==> src/rtl/gf_pkg.sv <==
package gf_pkg;
  typedef enum logic {SRC_FAST = 1'b0, SRC_SLOW = 1'b1} gf_src_e;
  localparam int unsigned GF_SYNC_STAGES = 2;
endpackage

==> src/rtl/gf_adv_gen.sv <==
module gf_adv_gen
  import gf_pkg::*;
(
  input  logic use_slow,
  input  logic stop_mode,
  input  logic slow_tick,
  output logic adv
);
  gf_src_e src;

  always_comb begin
    src = gf_src_e'(use_slow);
    unique case (src)
      SRC_SLOW: adv = slow_tick;
      default:  adv = !stop_mode;
    endcase
  end
endmodule

==> src/rtl/gf_chan.sv <==
module gf_chan #(
  parameter int unsigned LEN_W = 5
) (
  input  logic             clk,
  input  logic             rst_n,
  input  logic             adv,
  input  logic             en,
  input  logic             pin,
  input  logic [LEN_W-1:0] len,
  output logic             out
);
  import gf_pkg::*;

  logic [GF_SYNC_STAGES-1:0] sync_q;
  logic [LEN_W-1:0]          run_q;
  logic                      out_q;
  logic                      synced;
  logic                      differ;
  logic                      expire;

  assign synced = sync_q[GF_SYNC_STAGES-1];
  assign differ = synced != out_q;
  assign expire = run_q >= len;

  always_ff @(posedge clk or negedge rst_n) begin
    if (!rst_n) begin
      sync_q <= '0;
      run_q  <= '0;
      out_q  <= 1'b0;
    end else if (!en) begin
      sync_q <= '0;
      run_q  <= '0;
      out_q  <= 1'b0;
    end else if (adv) begin
      sync_q <= {sync_q[GF_SYNC_STAGES-2:0], pin};
      if (!differ) begin
        run_q <= '0;
      end else if (expire) begin
        out_q <= synced;
        run_q <= '0;
      end else begin
        run_q <= run_q + 1'b1;
      end
    end
  end

  assign out = out_q;
endmodule

==> src/rtl/pin_glitch_bank.sv <==
module pin_glitch_bank #(
  parameter int unsigned NUM_PINS = 16,
  parameter int unsigned LEN_W    = 5
) (
  input  logic                clk,
  input  logic                rst_n,
  input  logic [NUM_PINS-1:0] pin_in,
  input  logic [NUM_PINS-1:0] chan_en,
  input  logic [LEN_W-1:0]    filt_len,
  input  logic                use_slow,
  input  logic                stop_mode,
  input  logic                slow_tick,
  output logic [NUM_PINS-1:0] pin_out
);
  logic adv;

  gf_adv_gen i_adv (
    .use_slow (use_slow),
    .stop_mode(stop_mode),
    .slow_tick(slow_tick),
    .adv      (adv)
  );

  for (genvar g = 0; g < NUM_PINS; g++) begin : g_chan
    gf_chan #(.LEN_W(LEN_W)) i_chan (
      .clk  (clk),
      .rst_n(rst_n),
      .adv  (adv),
      .en   (chan_en[g]),
      .pin  (pin_in[g]),
      .len  (filt_len),
      .out  (pin_out[g])
    );
  end
endmodule

==> config.mk <==
export PLATFORM = sky130hd
export DESIGN_NAME = pin_glitch_bank
export DESIGN_NICKNAME = d
export VERILOG_FILES = /design/src/rtl/gf_pkg.sv /design/src/rtl/gf_adv_gen.sv /design/src/rtl/gf_chan.sv /design/src/rtl/pin_glitch_bank.sv
export SDC_FILE = /design/constraint.sdc
export NUM_CORES = 1
export LEC_CHECK = 0
export BUFFER_PORTS_ARGS = -buffer_cell sky130_fd_sc_hd__buf_4
export CAP_MARGIN = 20
export CORE_MARGIN = 2
export CORE_UTILIZATION = 52
export CTS_CLUSTER_DIAMETER = 80
export DETAILED_ROUTE_END_ITERATION = 10
export GPL_TIMING_DRIVEN = 0
export HOLD_SLACK_MARGIN = 0.03
export PLACE_DENSITY = 0.71
export SYNTH_ARGS = -nofsm -noshare
export SYNTH_HDL_FRONTEND = slang
export SYNTH_SLANG_ARGS = --single-unit
==> constraint.sdc <==
create_clock -name clk -period 1.9 [get_ports clk]
set_input_delay 0.38 -clock clk [delete_from_list [all_inputs] [get_ports clk]]
set_output_delay 0.38 -clock clk [all_outputs]
set_load 0.005 [all_outputs]
After elaboration in Yosys (flattened, before gate mapping) --
Index checks and enable logic that the tools add are counted.
Storage, ports and cells: register bits after elaboration 128, bits of input ports 42, output and inout bits 16, word-level logic and storage cells 322
Operators by class: add/subtract/negate cells 16, order comparisons 16, equality and inequality tests 64, multiplexer cells 161, reduce and logical (&&, ||, !) cells 17
Operators with widths (count):
- $mux W5 | 64
- $ne A2 B1 Y1 const B | 48
- $add A5 B1 Y5 const B | 16
- $ge A5 B5 Y1 | 16
- $mux W1 | 65
- $mux W2 | 32
- $reduce_and A3 Y1 | 16
- $ne A1 B1 Y1 | 16
- $logic_not A1 Y1 | 1

Depth between registers and ports, before layout --
depth after elaboration 5, depth in mapped cells 7, mapped depth without buffers 7

Hierarchy --
From an unflattened synthesis, not the netlist that was laid out.
Unflattened totals: cell total of the unflattened synthesis 930, area total of the unflattened synthesis 8777.2 µm²
By module, submodules not included:
- gf_chan | times used 16, cells each 58, area each 548.0 µm², sequential area each 200.2 µm²
- gf_adv_gen | times used 1, cells each 2, area each 8.8 µm², sequential area each 0.0 µm²

Least setup slack after synthesis --
No wires, ideal clock.
path type input to register, start input filt_len[2], end register g_chan[2].i_chan.run_q[0], data arrival time 2.015 ns, slack -0.198 ns, stages on the path 7, path buffers 0, cells stage by stage inv_1 > ha_1 > a21oi_1 > o21ai_0 > a311o_1 > or3_1 > o21ai_0
On the way: cells in the longest elaborated chain, start to end 5
RTL lines:
- start: declaration | line pin_glitch_bank.sv:9 | input logic [LEN_W-1:0] filt_len,
- $ge A5 B5 Y1 | line gf_chan.sv:23 | assign expire = run_q >= len;
- $mux W5 | line gf_chan.sv:38 | end else if (expire) begin
- $mux W5 | line gf_chan.sv:36 | if (!differ) begin
- $mux W5 | line gf_chan.sv:34 | end else if (adv) begin
- $mux W5 | line gf_chan.sv:30 | end else if (!en) begin
- end signal: assignment | line gf_chan.sv:42 | run_q <= run_q + 1'b1;
- end: declaration | line gf_chan.sv:15 | logic [LEN_W-1:0] run_q;
No other way between the ends. The select of a mux whose other input is x is not followed. A chain may end at the register's enable or synchronous reset.

Final worst setup path --
start register g_chan[11].i_chan.run_q[2], end register g_chan[11].i_chan.run_q[2]
On the way: cells in the longest elaborated chain, start to end 5
RTL lines (line):
- start: declaration | gf_chan.sv:15
- start signal: assignment | gf_chan.sv:42
- $add A5 B1 Y5 / $ge A5 B5 Y1 (equally long branches) | gf_chan.sv:42, gf_chan.sv:23
- $mux W5 * | gf_chan.sv:38
- $mux W5 * | gf_chan.sv:36
- $mux W5 * | gf_chan.sv:34
- $mux W5 * | gf_chan.sv:30
Every way passes the cells marked *; elsewhere a longest branch is shown, timed or not. The select of a mux whose other input is x is not followed.

==> metrics.md <==
| Metric | Value |
|---|---|
| Worst-path cell chain | `ha_4, a21oi_2, o21ai_2, a311o_1, nor4b_1, a21o_1` |
| Final period util | `101%` |
| NumNets Final | `1129` |
| Diode count | `0` |
| Cells on Worst Hold Path | `3` |
| R2R depth | `6` |
| Xor/xnor cell area share of the yosys netlist | `~2.4%` |
| GRT Max-Usage Layer | `met2` |
| DR iter-0 viols | `roughly 380` |
| GR Util met1 | `between 30% and 40%` |
| Ys async rst share | `100%` |
| # DRC | `0` |
| Final Skew | `0.00546 ns` |
| Num rows | `45` |
| Routing usage on met2 | `40.7%` |
| Reg power frac | `41.4%` |
| Multi-input logic area | `0.00504 mm^2` |
| PortBufs | `57` |
| HPWL Detailed | `between 10000 and 15000 um` |
| Ratio of cells with drive above 1 in the final layout | `around a quarter` |
| Post-synth EDFFs | `0` |
| WP data arrival | `~2.3 ns` |
| Cell count after synthesis | `867` |
| GRT Util Overall | `25.2%` |
| Met3 Use GR | `about 5.0%` |
| Ys Warns | `0` |
| Full die area | `between 0.015 and 0.02 mm^2` |
| CTS tree | `yes` |
| Simple-gate share of the synthesized area | `~16%` |
| Ports | `58` |
| Synth Area in Compound Gates | `20.0%` |
| Clk pwr share | `a little under half` |
| Top FF cell, synth | `dfrtp_1` |
| Max Cap Violations | `0` |
| Internal power | `5010 uW` |
| Clock sink total | `128` |
| Wire per inst | `17.4 um` |
| RSZ-0062 raised after global routing | `true` |
| Critical path type | `flip-flop to flip-flop` |
| First-pass GRT wire length | `32600 um` |
| Sw Ratio | `approximately 26%` |
| Cell Pwr Density | `around 660 mW/mm^2` |
| Most frequent cells in the layout | `nand2_1, dfrtp_1, buf_4` |
| Die width | `129 um` |
| Critical Path Stages | `6` |
| Final Util | `67.4%` |
| Overall power | `between 6000 and 7000 uW` |
| Final hold slack | `0.204 ns` |
| Register area | `0.00321 mm^2` |
| Fin. Hold Viols | `0` |
| Vias | `7023` |
| Switching pwr | `1740 uW` |
| Placer Congestion | `0.812` |
| Cts bufs inserted | `17` |
| Fillers | `1241` |
| Total gr overflow | `0` |
| Highest clock rate | `522 MHz` |
| Critical Path Fanout Max | `6` |
| DRT Pass-1 Iters | `5` |
| Comb power frac | `11.9%` |
| Slew @ Worst Pin | `0.675 ns` |
| Final min period | `1.92 ns` |
| Final setup violation count | `1` |
| Vias per std cell | `5.79` |
| Min-Delay Path Class | `input pin to flip-flop` |
| Initial core utilization | `53.3%` |
| Peak supply drop | `between 0.0006 and 0.0007 V` |
| Mux contribution to synthesized area | `between 3 and 4%` |
| Commonest non-fill, non-tap cell in the layout | `nand2_1` |
| Leak pwr | `0.00499 uW` |
| Core Region | `0.0153 mm^2` |
| Status | `complete, but fails checks` |
| Slew Limit Fails | `0` |
| Clk Latency, worst-skew pair | `roughly 0.43 ns` |
| H-tree depth | `4` |
| Area grow syn2layout | `26.4%` |
| Slowest library cell on the worst path | `dfrtp_2` |
| Post-route antenna net violation count | `0` |
| Failing checks | `setup timing` |
| Crit path buffers/inverters | `0` |
| Adder-cell share of the synthesized area | `roughly 15%` |
| Worst Path Required | `approximately 2.3 ns` |
| Vias in the first global route | `6532` |
| Initial antenna violation count | `0` |
| Clk root buf | `clkbuf_16` |
| Sequential area share after synthesis | `just under 40%` |
| Syn_area_per_cell | `9.39 um^2` |
| Clock Tree Buf Depth | `2` |
| Largest net degree at the start of global routing | `77` |
| Number of distinct library cells after synthesis | `40` |
| Slew HR | `54.6%` |
| Largest family of logic cells by synthesized area | `compound AO/OA/AOI/OAI gates` |
| Clk slew on worst S/H paths | `around 0.060 ns` |
| Syn Std Cell Area | `0.00814 mm^2` |
| Post-synthesis net count | `1005` |
| Total wire length | `21200 um` |
| CP delay by family, top | `compound AO/OA/AOI/OAI gates` |
| Critical Path Max Stage Delay | `0.44 ns` |
| Worst Setup Start Kind | `flip-flop` |
| Height of the die | `129 um` |
| FF+latch count, synth | `128` |
| Setup slack after layout | `-0.0159 ns` |
| CP Capture Type | `flip-flop` |
## cells by family after synthesis
logic type               count (synthesis)
AND/OR/NAND/NOR                        266
AO/OA/AOI/OAI                          258
flip-flops                             128
adder cells (fa/ha/maj)                 96
buffers and inverters                   72
multiplexers                            25
XOR/XNOR                                22
## per-stage QoR
stage / setup WS, ns / cells / setup TNS [ns] / instance area (um^2)
3_3_place_gp: -0.772 / 1135 / -56.10 / 8850
6_report: -0.0159 / 1214 / -0.0159 / 10300
3_5_place_dp: -0.824 / 1136 / -55.69 / 8880
5_1_grt: -0.0703 / 1214 / -0.417 / 10300
2_1_floorplan: -0.154 / 867 / -2.39 / 8160
4_1_cts: 0.00243 / 1178 / 0 / 9570
## area by class of cell
cell class	count	area share, %
Buffer	34	2.07
Clock buffer	25	4.91
Clock inverter	6	0.535
Inverter	38	1.53
Multi-Input combinational cell	667	49.0
Sequential cell	128	31.2
Tap cell	211	2.57
Timing Repair Buffer	105	8.20
## layer usage
layer | vias up | part of all wire [%]
met2 | 178 | 48
met4 | 0 | 2.3
met5 | - | 0
met3 | 41 | 4.7
met1 | 3400 | 45
li1 | 3404 | -
## Yosys cell counts (all sizes together) (11+ instances only)
cell	number	area, um^2
ha	96	1200
nand3	42	210
o2bb2ai	40	350
inv	38	143
buf	32	205
o21ai	66	330
xor2	18	158
a311o	12	120
a31oi	14	87.6
nor2	14	82.6
nor2b	16	100
nand3b	11	82.6
a21oi	86	430
dfrtp	128	3200
nand2	136	510
mux2i	25	250
nor4b	11	96.3
a21o	25	188
## final timing paths
| check | slack, ns | startpoint | to |
|---|---|---|---|
| worst max-delay path | -0.02 | g_chan[11].i_chan.run_q[2] | g_chan[11].i_chan.run_q[2] |
| worst min-delay path | 0.20 | pin_in[12] | g_chan[12].i_chan.sync_q[0] |
| worst min register to register | 0.52 | g_chan[14].i_chan.sync_q[0] | g_chan[14].i_chan.sync_q[0] |
| min in group asynchronous | 0.48 | rst_n | g_chan[13].i_chan.run_q[2] |
| worst max register to register | -0.02 | g_chan[11].i_chan.run_q[2] | g_chan[11].i_chan.run_q[2] |
| max in group asynchronous | 0.66 | rst_n | g_chan[4].i_chan.run_q[2] |
## sequential cells by signal, summed over array words and instances, names as in the netlist
register              flops
g_chan.i_chan.run_q      80
g_chan.i_chan.out        16
g_chan.i_chan.sync_q     32
## worst min-delay path: stages
cell and delay (ns):
buf_4 0.11, nand2_1 0.05, a21oi_1 0.06
## power by group through the flow
stage | logic [uW] | registers [uW] | clock network, uW
floorplan | 367 | 2840 | 0
global placement | 668 | 2840 | 0
detailed placement | 688 | 2840 | 0
CTS | 717 | 2800 | 3200
global route | 892 | 2800 | 3310
finish | 803 | 2800 | 3160
## timing repair
action	in CTS	in global routing
pin swaps	11	36
hold buffers	1	0
setup endpoints to repair	80	32
endpoints found under the hold margin	52	0
setup buffers	10	36
gates resized for setup	3	92
No activity file was read; power rests on OpenSTA's default activity.
